**src/rtl/rxq_pkg.sv**
```systemverilog
package rxq_pkg;
    typedef enum logic [1:0] {
        ST_EMPTY   = 2'd0,
        ST_PARTIAL = 2'd1,
        ST_FULL    = 2'd2
    } fill_state_e;
endpackage

```
**src/rtl/rxq_store.sv**
```systemverilog
module rxq_store #(
    parameter int DATA_W = 8,
    parameter int DEPTH  = 4,
    localparam int PTR_W = $clog2(DEPTH)
) (
    input  logic              clk,
    input  logic              rst_n,
    input  logic              wr_en,
    input  logic [PTR_W-1:0]  wr_addr,
    input  logic [DATA_W-1:0] wr_data,
    input  logic [PTR_W-1:0]  rd_addr,
    output logic [DATA_W-1:0] rd_data
);
    logic [DATA_W-1:0] slot_q [DEPTH];

    for (genvar i = 0; i < DEPTH; i++) begin : g_slot
        always_ff @(posedge clk or negedge rst_n) begin
            if (!rst_n) begin
                slot_q[i] <= '0;
            end else if (wr_en && (wr_addr == PTR_W'(i))) begin
                slot_q[i] <= wr_data;
            end
        end
    end

    assign rd_data = slot_q[rd_addr];
endmodule

```
**src/rtl/rxq_ctrl.sv**
```systemverilog
module rxq_ctrl
    import rxq_pkg::*;
#(
    parameter int DATA_W = 8,
    parameter int DEPTH  = 4,
    localparam int PTR_W = $clog2(DEPTH),
    localparam int CNT_W = PTR_W + 1
) (
    input  logic              clk,
    input  logic              rst_n,
    input  logic              rx_en_i,
    input  logic              push_valid_i,
    input  logic [DATA_W-1:0] push_data_i,
    input  logic              brk_i,
    input  logic              pop_i,
    input  logic              flush_i,
    input  logic              brk_clr_i,
    output logic              wr_en_o,
    output logic [PTR_W-1:0]  wr_addr_o,
    output logic [DATA_W-1:0] wr_data_o,
    output logic [PTR_W-1:0]  rd_addr_o,
    output logic              rx_ready_o,
    output logic              full_o,
    output logic              accept_o,
    output logic              brk_flag_o
);
    fill_state_e      state_q, state_d;
    logic [CNT_W-1:0] cnt_q, cnt_d;
    logic [PTR_W-1:0] wr_q, wr_d, rd_q, rd_d;
    logic             brk_q;
    logic             is_full, is_empty, byte_ok, push, pop, overwrite, grow, shrink;

    // Datapath decisions
    always_comb begin
        is_full   = (state_q == ST_FULL);
        is_empty  = (state_q == ST_EMPTY);
        byte_ok   = push_valid_i & rx_en_i & ~is_full & ~brk_i;
        push      = (brk_i | byte_ok) & ~flush_i;
        pop       = pop_i & ~is_empty & ~flush_i;
        overwrite = push & is_full & ~pop;
        grow      = push & ~overwrite & ~pop;
        shrink    = pop & ~push;
        wr_en_o   = push;
        wr_addr_o = overwrite ? (wr_q - PTR_W'(1)) : wr_q;
        wr_data_o = brk_i ? '0 : push_data_i;
        rd_addr_o = rd_q;
        if (flush_i) begin
            cnt_d = '0;
            wr_d  = '0;
            rd_d  = '0;
        end else begin
            cnt_d = grow ? cnt_q + CNT_W'(1) : (shrink ? cnt_q - CNT_W'(1) : cnt_q);
            wr_d  = (push && !overwrite) ? wr_q + PTR_W'(1) : wr_q;
            rd_d  = pop ? rd_q + PTR_W'(1) : rd_q;
        end
    end

    // Next-state logic
    always_comb begin
        state_d = state_q;
        unique case (state_q)
            ST_EMPTY: begin
                if (grow) state_d = ST_PARTIAL;                         // fill-start
            end
            ST_PARTIAL: begin
                if (grow && cnt_q == CNT_W'(DEPTH - 1)) state_d = ST_FULL; // fill-top
                else if (shrink && cnt_q == CNT_W'(1)) state_d = ST_EMPTY; // drain-last
            end
            ST_FULL: begin
                if (shrink) state_d = ST_PARTIAL;                       // drain-top
            end
            default: state_d = ST_EMPTY;
        endcase
        if (flush_i) state_d = ST_EMPTY;                                // flush
    end

    // State register, pointers and count
    always_ff @(posedge clk or negedge rst_n) begin
        if (!rst_n) begin
            state_q <= ST_EMPTY;
            cnt_q   <= '0;
            wr_q    <= '0;
            rd_q    <= '0;
            brk_q   <= 1'b0;
        end else begin
            state_q <= state_d;
            cnt_q   <= cnt_d;
            wr_q    <= wr_d;
            rd_q    <= rd_d;
            if (brk_i) brk_q <= 1'b1;
            else if (brk_clr_i) brk_q <= 1'b0;
        end
    end

    // Outputs from state
    always_comb begin
        rx_ready_o = (state_q != ST_EMPTY);
        full_o     = (state_q == ST_FULL);
        accept_o   = rx_en_i & (state_q != ST_FULL);
        brk_flag_o = brk_q;
    end
endmodule

```
**src/rtl/rxq_buffer.sv**
```systemverilog
module rxq_buffer #(
    parameter int DATA_W = 8,
    parameter int DEPTH  = 4
) (
    input  logic              clk,
    input  logic              rst_n,
    input  logic              rx_en_i,
    input  logic              push_valid_i,
    input  logic [DATA_W-1:0] push_data_i,
    input  logic              brk_i,
    input  logic              pop_i,
    input  logic              flush_i,
    input  logic              brk_clr_i,
    output logic [DATA_W-1:0] pop_data_o,
    output logic              rx_ready_o,
    output logic              full_o,
    output logic              accept_o,
    output logic              brk_flag_o
);
    localparam int PTR_W = $clog2(DEPTH);

    logic              wr_en;
    logic [PTR_W-1:0]  wr_addr, rd_addr;
    logic [DATA_W-1:0] wr_data, rd_data;

    rxq_ctrl #(.DATA_W(DATA_W), .DEPTH(DEPTH)) u_ctrl (
        .clk(clk), .rst_n(rst_n), .rx_en_i(rx_en_i), .push_valid_i(push_valid_i),
        .push_data_i(push_data_i), .brk_i(brk_i), .pop_i(pop_i), .flush_i(flush_i),
        .brk_clr_i(brk_clr_i), .wr_en_o(wr_en), .wr_addr_o(wr_addr), .wr_data_o(wr_data),
        .rd_addr_o(rd_addr), .rx_ready_o(rx_ready_o), .full_o(full_o),
        .accept_o(accept_o), .brk_flag_o(brk_flag_o)
    );

    rxq_store #(.DATA_W(DATA_W), .DEPTH(DEPTH)) u_store (
        .clk(clk), .rst_n(rst_n), .wr_en(wr_en), .wr_addr(wr_addr),
        .wr_data(wr_data), .rd_addr(rd_addr), .rd_data(rd_data)
    );

    assign pop_data_o = rx_ready_o ? rd_data : '0;
endmodule

```
**config.mk**
```make
export PLATFORM = sky130hd
export DESIGN_NAME = rxq_buffer
export DESIGN_NICKNAME = d
export VERILOG_FILES = /design/src/rtl/rxq_pkg.sv /design/src/rtl/rxq_store.sv /design/src/rtl/rxq_ctrl.sv /design/src/rtl/rxq_buffer.sv
export SDC_FILE = /design/constraint.sdc
export NUM_CORES = 1
export LEC_CHECK = 0
export BUFFER_PORTS_ARGS = -buffer_cell sky130_fd_sc_hd__buf_4
export CAP_MARGIN = 20
export CORE_MARGIN = 1.5
export CORE_UTILIZATION = 34
export CTS_CLUSTER_SIZE = 16
export DETAILED_ROUTE_END_ITERATION = 16
export PLACE_DENSITY = 0.57
export SYNTH_ARGS = -nofsm -noshare
export SYNTH_HDL_FRONTEND = slang
export SYNTH_SLANG_ARGS = --single-unit
```
**constraint.sdc**
```tcl
create_clock -name clk -period 3.1 [get_ports clk]
set_input_delay 0.93 -clock clk [delete_from_list [all_inputs] [get_ports clk]]
set_output_delay 0.93 -clock clk [all_outputs]
set_load 0.05 [all_outputs]
```
==> results of run 1 <==
## critical path, cell delays in order (launching register included)
cell	delay, ns
dfrtp_1	0.33
buf_4	0.22
mux4_2	0.55
and2_1	0.17
buf_4	0.18
## through the flow
step | cells | setup slack, ns
CTS | 282 | 0.3912
floorplan | 177 | 0.4942
global placement | 274 | 0.4229
global route | 282 | 0.3124
finish | 282 | 0.4129
detailed placement | 274 | 0.3601
## layout make-up
cell class	instances	area [sq um]
clock buffer	5	68.82
clock inverter	3	18.77
fill	604	3742
inverter	9	33.78
multi-input combinational	118	1129
sequential	42	1051
tap	77	96.34
timing repair buffer	28	210.2
## metal layers
layer | track usage, % | vias to the layer above | share of wire [%]
met5 | 0 | - | 0
met2 | 20.22 | 23 | 46
met1 | 19.02 | 724 | 49
met4 | 4.471 | 0 | 1.6
met3 | 2.557 | 6 | 3.2
li1 | - | 691 | -
## cells in the mapped netlist (2+ instances only)
cell      count  area [sq um]
dfrtp_1      42          1051
mux2_2       33         371.6
and2_1       10         62.56
inv_1         9         33.78
nor2b_1       9         56.30
mux4_2        8         180.2
a21oi_1       5         25.02
nand2_1       5         18.77
a21o_1        4         30.03
clkbuf_1      4         15.01
ha_1          4         50.05
nor2_1        4         15.01
buf_2         3         15.01
o21ai_0       3         15.01
or3_1         3         18.77
xor2_1        3         26.28
nand3_1       2         10.01
or4_1         2         15.01
## how the worst min path moves through the flow
stage | to | depth (start not counted) | slack [ns] | start
floorplan | u_store.slot_q[10]$_DFFE_PN0P_ | 1 | 0.47 | u_store.slot_q[10]$_DFFE_PN0P_
global route | u_store.slot_q[13]$_DFFE_PN0P_ | 1 | 0.52 | u_store.slot_q[13]$_DFFE_PN0P_
finish | u_ctrl.brk_flag_o$_DFFE_PN0P_ | 1 | 0.49 | u_ctrl.brk_flag_o$_DFFE_PN0P_
detailed placement | u_ctrl.brk_flag_o$_DFFE_PN0P_ | 1 | 0.48 | u_ctrl.brk_flag_o$_DFFE_PN0P_
CTS | u_ctrl.brk_flag_o$_DFFE_PN0P_ | 1 | 0.50 | u_ctrl.brk_flag_o$_DFFE_PN0P_
global placement | u_ctrl.brk_flag_o$_DFFE_PN0P_ | 1 | 0.47 | u_ctrl.brk_flag_o$_DFFE_PN0P_
## power by group through the flow
stage                     Clock [mW]  Sequential [mW]  Combinational (mW)
after global placement             0            0.723               0.398
after global routing           0.390            0.729               0.435
after detailed placement           0            0.724               0.402
after CTS                      0.369            0.712               0.403
after floorplan                    0            0.706               0.307
final                          0.356            0.712               0.397
## sequential cells by signal, summed over array words and instances, names as in the netlist
register / cells
u_store.slot_q: 32
u_ctrl.cnt_q: 3
u_ctrl.rd_addr_o: 2
u_ctrl.state_q: 2
u_ctrl.wr_q: 2
u_ctrl.brk_flag_o: 1
## cells by family after synthesis
kind of cell             count (synthesis)
adder cells (fa/ha/maj)                  4
multiplexers                            42
AO/OA/AOI/OAI                           23
AND/OR/NAND/NOR                         45
XOR/XNOR                                 4
buffers and inverters                   17
flip-flops                              42
==> results.json, run 1 <==
{
  "status": "completed",
  "final_cell_area_sq_um": 2608,
  "p_seq_share_pct": 48.6,
  "period_minus_slack_ns": 2.687,
  "antenna_left": 0,
  "r2r-start": "u_ctrl.state_q[0]$_DFFE_PN0P_",
  "worstPathMaxFanout": 10,
  "leakage_nw": 1.202,
  "report.final.hold_viol_count": 0,
  "max-vdd-ir-drop_uv": 199.0,
  "final_common_cell": "dfrtp_1",
  "grt_max_degree": 43,
  "grt_usage_pct": 13.27,
  "die_h_microns": 84.30,
  "yosysWarnings": 0,
  "die_area_sq_um": 7106,
  "antenna_found_initial": 0,
  "finalNetCount": 224,
  "dieWidth_microns": 84.30,
  "worstSetupEndpointType": "primary output",
  "setup_tns_ns": 0,
  "htree_levels": 2,
  "required_ns": 2.17,
  "drive_gt1_share_pct": 41.95,
  "clockPowerShare_pct": 24.3,
  "worstMarginPinSlew_ns": 0.6995,
  "port_buffers": 27,
  "async_flop_share_pct": 100.0,
  "worstPathArrival_ns": 1.76,
  "critPathKind": "reg2out",
  "drt_iter0_drc": 76,
  "rsz0062_at_grt": "no",
  "synthMuxAreaShare_pct": 25.00,
  "p_int_mw": 1.013,
  "row_count": 29,
  "cts_buffer_depth": 2,
  "start_util_pct": 35.39,
  "p_switching_mw": 0.4523,
  "max_freq_mhz": 372.1,
  "relSlewSlack_pct": 53.37,
  "synth_ff_type": "dfrtp_1",
  "ys_ff_latch": 42,
  "grt-ovfl-total": 0,
  "wl_microns": 4377,
  "skew_ns": 0.009944,
  "rrSetupSlack_ns": 0.98,
  "drc": 0,
  "syn_area_sq_um": 2247,
  "post_cts_buffers": 0,
  "setup_viol": 0,
  "synth_top_family_by_area": "multiplexers",
  "wl_per_cell_microns": 15.52,
  "clk_pin_slew_ns": 0.09,
  "p_total_mw": 1.465,
  "gp_congestion": 0.7309,
  "grt_pass1_wl_microns": 7334,
  "grt_pass1_vias": 1429,
  "cts_resized": 0,
  "avgViaCountPerCell": 5.121,
  "vias": 1444,
  "core_sq_um": 6350,
  "numCtsBuffers": 5,
  "ios": 28,
  "cap_violations": 0,
  "dp_hpwl_microns": 2956,
  "cts_tree": "built",
  "powerDensity_nw_per_um2": 562.0,
  "synthXorXnorAreaFrac_pct": 1.559,
  "area_growth_pct": 16.04,
  "crit_start": "u_ctrl.rd_addr_o[0]$_DFFE_PN0P_",
  "synth-simple-area-share_pct": 13.42,
  "synth_fa_ha_area_share_pct": 2.227,
  "postCtsHoldBufs": 0,
  "dr.pass1.iters": 4,
  "synth_edf_count": 0,
  "combPwrFrac_pct": 27.1,
  "syn_avg_cell_area_sq_um": 12.70,
  "final_core_util_pct": 41.06,
  "layout_common_cells": "dfrtp_1, mux2_2, buf_4, and2_1",
  "cts_sinks": 42,
  "syn_nets": 197,
  "antennaDiodeCount": 0,
  "seq_area_frac_synth_pct": 46.77,
  "ys_types": 42,
  "r2r_cells": 4,
  "clock_latency_ns": 0.30,
  "synth-compound-area-share_pct": 8.018,
  "dpl_cell_area_sq_um": 2520,
  "cp-endpoint": "pop_data_o[2]",
  "hp-class": "reg2reg",
  "slew_viol_final": 0,
  "postSynthCellCount": 177,
  "root_buffer": "clkbuf_8",
  "period_share_pct": 86.68,
  "p_sw_share_pct": 30.87,
  "r2r_end": "u_store.slot_q[27]$_DFFE_PN0P_",
  "critPathLaunchType": "flop",
  "holdWs_ns": 0.4929
}
Note: power is estimated with default switching activity, not from simulation.
==> inputs of run 2 (changes only) <==
--- a/config.mk
+++ b/config.mk
@@ -12,6 +12,7 @@
 export CTS_CLUSTER_SIZE = 16
 export DETAILED_ROUTE_END_ITERATION = 16
 export PLACE_DENSITY = 0.57
+export SKIP_LAST_GASP = 1
 export SYNTH_ARGS = -nofsm -noshare
 export SYNTH_HDL_FRONTEND = slang
 export SYNTH_SLANG_ARGS = --single-unit
==> constraint.sdc (replaced) <==
create_clock -name clk -period 2.6 [get_ports clk]
set_input_delay 0.78 -clock clk [delete_from_list [all_inputs] [get_ports clk]]
set_output_delay 0.78 -clock clk [all_outputs]
set_load 0.05 [all_outputs]
==> results.json, run 2 (synthesis results as in run 1) <==
{
  "finalNetCount": 229,
  "report.final.hold_viol_count": 0,
  "largest_register_ffs": 32,
  "grt_max_degree": 43,
  "grt_util_met1_pct": 18.98,
  "vias": 1477,
  "dp_hpwl_microns": 2971,
  "setup_tns_ns": 0,
  "hp-class": "in2async",
  "antennaDiodeCount": 0,
  "skew_ns": 0.002647,
  "htree_levels": 2,
  "setup_viol": 0,
  "clk_pin_slew_ns": 0.08,
  "cts_buffer_depth": 2,
  "leakage_nw": 1.226,
  "status": "completed",
  "die_h_microns": 84.30,
  "r2r_end": "u_store.slot_q[29]$_DFFE_PN0P_",
  "antenna_left": 0,
  "powerDensity_nw_per_um2": 659.4,
  "rsz0062_at_grt": "no",
  "grt_usage_pct": 13.82,
  "grt_pass1_wl_microns": 7514,
  "start_util_pct": 35.39,
  "post-place-ws_ns": 0.1997,
  "drt_iter0_drc": 70,
  "grt-ovfl-total": 0,
  "r2r_cells": 5,
  "r2r-start": "u_ctrl.state_q[0]$_DFFE_PN0P_",
  "max-vdd-ir-drop_uv": 280.2,
  "rrSetupSlack_ns": 0.64,
  "max_freq_mhz": 400.5,
  "cts_tree": "built",
  "grt_use_met3_pct": 2.950,
  "wl_microns": 4404,
  "die_area_sq_um": 7106,
  "worstSetupEndpointType": "primary output",
  "slew_viol_final": 0,
  "p_total_mw": 1.746,
  "layout_common_cells": "dfrtp_1, mux2_2, buf_4, and2_1",
  "drive_gt1_share_pct": 42.86,
  "post_cts_buffers": 0,
  "wl_per_cell_microns": 15.34,
  "drc": 0,
  "worst_slack_ns": 0.1032,
  "cap_violations": 0,
  "path_cells": "buf_6, mux4_2, and2_1, buf_4",
  "critPathKind": "reg2out",
  "cpLargestDelayFamily": "multiplexers",
  "ios": 28,
  "worstMarginPinSlew_ns": 0.5681,
  "worst-path-buf-inv": 2,
  "fillers": 617,
  "critPathSlowestCell": "mux4_2",
  "max_stage_delay_ns": 0.54,
  "worstPathArrival_ns": 1.72,
  "critPathLaunchType": "flop",
  "antenna_found_initial": 0,
  "avgViaCountPerCell": 5.146,
  "area_growth_pct": 17.82,
  "clock_latency_ns": 0.29,
  "period_share_pct": 96.03,
  "numCtsBuffers": 5,
  "grt_busiest_layer": "met2",
  "port_buffers": 27,
  "numPlacedInstances": 279,
  "dr.pass1.iters": 4,
  "regMostFlops": "u_store.slot_q",
  "required_ns": 1.82,
  "final_common_cell": "dfrtp_1",
  "cts_sinks": 42,
  "relSlewSlack_pct": 62.13,
  "biggestRegsByFlops": "u_store.slot_q x32, u_ctrl.cnt_q x3",
  "root_buffer": "clkbuf_8",
  "period_minus_slack_ns": 2.497,
  "finalNonFillerCells": 287,
  "worstPathMaxFanout": 10,
  "gp_congestion": 0.7205,
  "use_met2_pct": 21.67,
  "dieWidth_microns": 84.30,
  "grt_pass1_vias": 1475,
  "core_sq_um": 6350,
  "row_count": 29
}
run 2: cell types whose count changed in the layout (fill, tap and decap cells not counted):
cell	previous run	this run
clkinv_2	2	1
buf_4	28	32
clkinv_4	0	1
buf_6	0	1
clkbuf_1	0	1
inv_6	1	0
run 2: worst reg2reg max path, stage by stage (launching register included):
cell and delay (ns):
dfrtp_1 0.47, nor3b_4 0.39, xnor2_1 0.21, nor4b_4 0.23
buf_4 0.21, mux2_2 0.34
run 2: worst max-delay path by stage:
stage / from / end / slack (ns) / depth (start not counted)
global route: u_ctrl.rd_addr_o[0]$_DFFE_PN0P_ / pop_data_o[2] / 0.03 / 4
floorplan: u_ctrl.state_q[0]$_DFFE_PN0P_ / pop_data_o[0] / 0.14 / 3
finish: u_ctrl.rd_addr_o[0]$_DFFE_PN0P_ / pop_data_o[2] / 0.10 / 4
CTS: u_ctrl.rd_addr_o[0]$_DFFE_PN0P_ / pop_data_o[2] / 0.05 / 4
detailed placement: pop_i / u_store.slot_q[29]$_DFFE_PN0P_ / 0.20 / 6
global placement: pop_i / u_store.slot_q[27]$_DFFE_PN0P_ / 0.24 / 6
run 2: final cells by class:
class,count,area (sq um),share of cell area (%)
Sequential cell,42,1051,39.70
Inverter,9,33.78,1.276
Tap cell,77,96.34,3.639
Timing Repair Buffer,33,251.5,9.499
Clock buffer,6,72.57,2.741
Clock inverter,2,13.76,0.5198
Multi-Input combinational cell,118,1129,42.63
run 2: what timing repair did:
item,CTS,global route
resized for setup,0,1
hold buffers,0,0
setup endpoints to repair,0,1
run 2: power by group:
part / switching (mW) / leakage [nW] / internal, mW / total (mW)
clock network: 0.227 / 0.0452 / 0.190 / 0.416
registers: 0.0697 / 0.551 / 0.780 / 0.850
logic: 0.235 / 0.630 / 0.245 / 0.480
run 2: through the flow:
stage | area [sq um] | util, % | hold slack [ns]
6_report | 2648 | 41.69 | 0.4534
5_1_grt | 2648 | 41.69 | 0.5063
4_1_cts | 2644 | 41.64 | 0.4854
3_5_place_dp | 2557 | 40.28 | 0.4740
3_3_place_gp | 2557 | 40.28 | 0.4654
2_1_floorplan | 2247 | - | 0.4739
run 2: layer usage:
| metal | up-vias | share of wire (%) |
|---|---|---|
| met5 | - | 0 |
| met4 | 0 | 1.7 |
| met3 | 6 | 3.2 |
| met2 | 28 | 46 |
| met1 | 739 | 49 |
| li1 | 704 | - |
==> inputs of run 3 (changes only) <==
--- a/config.mk
+++ b/config.mk
@@ -5,13 +5,15 @@
 export SDC_FILE = /design/constraint.sdc
 export NUM_CORES = 1
 export LEC_CHECK = 0
+export ABC_AREA = 1
 export BUFFER_PORTS_ARGS = -buffer_cell sky130_fd_sc_hd__buf_4
 export CAP_MARGIN = 20
 export CORE_MARGIN = 1.5
 export CORE_UTILIZATION = 34
 export CTS_CLUSTER_SIZE = 16
 export DETAILED_ROUTE_END_ITERATION = 16
-export PLACE_DENSITY = 0.57
+export GPL_TIMING_DRIVEN = 0
+export PLACE_DENSITY = 0.56
 export SKIP_LAST_GASP = 1
 export SYNTH_ARGS = -nofsm -noshare
 export SYNTH_HDL_FRONTEND = slang
==> results.json, run 3 <==
{
  "setup_viol": 0,
  "async_flop_share_pct": 100.0,
  "postSynthCellCount": 319,
  "dr.pass1.iters": 4,
  "critPathLaunchType": "flop",
  "grt_max_degree": 43,
  "wl_microns": 6566,
  "dp_hpwl_microns": 4672,
  "root_buffer": "clkbuf_8",
  "drc": 0,
  "setup_tns_ns": 0,
  "numCtsBuffers": 5,
  "yosysWarnings": 0,
  "grt_pass1_vias": 2054,
  "ys_ff_latch": 42,
  "synthMuxAreaShare_pct": 0,
  "antennaDiodeCount": 0,
  "synthXorXnorAreaFrac_pct": 1.095,
  "required_ns": 1.82,
  "worstSetupEndpointType": "primary output",
  "leakage_nw": 1.477,
  "biggestRegsByFlops": "u_store.slot_q x32, u_ctrl.cnt_q x3",
  "area_growth_pct": 18.26,
  "postCtsHoldBufs": 0,
  "cts_tree": "built",
  "finalNetCount": 371,
  "largest_register_ffs": 32,
  "r2r_cells": 6,
  "dpl_cell_area_sq_um": 2714,
  "synth_fa_ha_area_share_pct": 2.087,
  "syn_area_sq_um": 2399,
  "critPathKind": "reg2out",
  "cts_sinks": 42,
  "rsz0062_at_grt": "no",
  "worstPathArrival_ns": 1.66,
  "worstMarginPinSlew_ns": 0.5457,
  "drive_gt1_share_pct": 17.66,
  "ios": 28,
  "fillers": 729,
  "synth_common_cells": "nand2_1, nor2_1, dfrtp_1",
  "antenna_found_initial": 0,
  "cap_violations": 0,
  "period_share_pct": 93.82,
  "synth-compound-area-share_pct": 7.929,
  "cts_buffer_depth": 2,
  "worstPathMaxFanout": 9,
  "max_freq_mhz": 409.9,
  "grt_usage_pct": 18.71,
  "report.final.hold_viol_count": 0,
  "ys_types": 25,
  "clk_pin_slew_ns": 0.08,
  "powerDensity_nw_per_um2": 757.2,
  "synthMostInstantiatedCell": "nand2_1",
  "status": "completed",
  "start_util_pct": 35.30,
  "drt_iter0_drc": 205,
  "wl_per_cell_microns": 14.69,
  "die_h_microns": 86.99,
  "dieWidth_microns": 86.99,
  "die_area_sq_um": 7567,
  "hp-class": "in2async",
  "synth_area_leaders": "dfrtp_1, nand2_1, nand4_1",
  "row_count": 30,
  "slew_viol_final": 0,
  "grt-ovfl-total": 0,
  "avgViaCountPerCell": 5.029,
  "holdWs_ns": 0.4551,
  "final_common_cell": "nand2_1",
  "core_sq_um": 6794,
  "port_buffers": 26,
  "regMostFlops": "u_store.slot_q",
  "seq_area_frac_synth_pct": 43.82,
  "vias": 2248,
  "synth_top_cell_area_share_pct": 43.82,
  "htree_levels": 2,
  "synth_ff_type": "dfrtp_1",
  "synth_edf_count": 0,
  "yosysTopAreaCell": "dfrtp_1",
  "final_cell_area_sq_um": 2836,
  "period_minus_slack_ns": 2.439,
  "gp_congestion": 0.9188,
  "antenna_left": 0,
  "syn_nets": 339,
  "relSlewSlack_pct": 63.49,
  "skew_ns": 0.01025,
  "grt_pass1_wl_microns": 10630,
  "layout_common_cells": "nand2_1, nor2_1, dfrtp_1, nand4_1, buf_4",
  "syn_avg_cell_area_sq_um": 7.519,
  "synth_top_family_by_area": "simple AND/OR/NAND/NOR gates",
  "clock_latency_ns": 0.30,
  "max-vdd-ir-drop_uv": 186.9,
  "synth-simple-area-share_pct": 36.78
}
## run 3: changes by cell type after synthesis, sizes merged, moves of 5 or more
cell / change
nand2: +92
mux2: -33
inv: +20
and2: -10
o21ai: +22
nand4: +36
nor2b: -9
mux4: -8
buf: +5
nand3: +5
nor2: +46
## run 3: critical path, stage by stage (launching register included)
cell	delay [ns]
dfrtp_2	0.47
clkinv_2	0.19
nor2_1	0.17
o21ai_0	0.16
a21oi_1	0.16
buf_4	0.22
## run 3: routing by layer
metal	vias up	global-route usage, %	part of all wire (%)
li1	1103	-	-
met1	1087	26.74	49
met2	51	29.18	45
met3	7	2.938	4.9
met4	0	5.425	1.4
met5	-	0	0
## run 3: path summary, 6_finish.rpt
kind,slack [ns],startpoint,to
worst max register to register,0.98,u_ctrl.state_q[0]$_DFFE_PN0P_,u_store.slot_q[19]$_DFFE_PN0P_
worst min-delay path,0.46,rst_n,u_ctrl.brk_flag_o$_DFFE_PN0P_
worst min register to register,0.47,u_store.slot_q[17]$_DFFE_PN0P_,u_store.slot_q[17]$_DFFE_PN0P_
worst max-delay path,0.16,u_ctrl.rd_addr_o[1]$_DFFE_PN0P_,pop_data_o[1]
min in group clk,0.47,u_store.slot_q[17]$_DFFE_PN0P_,u_store.slot_q[17]$_DFFE_PN0P_
max in group asynchronous,1.73,rst_n,u_ctrl.rd_addr_o[1]$_DFFE_PN0P_
## run 3: power breakdown
group	total [mW]	switching, mW	internal (mW)
combinational	0.692	0.463	0.229
clock	0.539	0.231	0.308
sequential	0.917	0.101	0.816
total	2.15	0.795	1.35
## run 3: stage by stage
stage	utilization, %	instances	total power, mW	setup slack, ns
finish	41.75	447	2.148	0.1606
global route	41.75	447	2.296	0.05830
CTS	41.55	446	2.155	0.03696
detailed placement	39.94	441	1.619	0.06635
global placement	39.94	441	1.606	0.06174
floorplan	-	319	1.404	-0.04607
## run 3: area by class of cell
cell class / instances / area [sq um] / area share, %
plain buffers: 9 / 73.82 / 2.603
clock buffers: 6 / 82.58 / 2.911
clock inverters: 1 / 30.03 / 1.059
inverters: 31 / 117.6 / 4.146
multi-input cells: 234 / 1149 / 40.49
flip-flops and latches: 42 / 1054 / 37.14
well taps: 96 / 120.1 / 4.235
repair buffers: 28 / 210.2 / 7.411
## run 3: repair_timing
action,in CTS,in global routing
buffers inserted,0,2
endpoints found under the setup margin,8,6
resized for setup,3,2
## run 3: kinds of logic (layout without fill, tap and decap cells)
logic type	after synthesis	count (layout)
compound gates	35	35
xor+xnor	3	3
fa+ha+maj	4	4
buf+inv	43	75
flops	42	42
simple gates	192	192
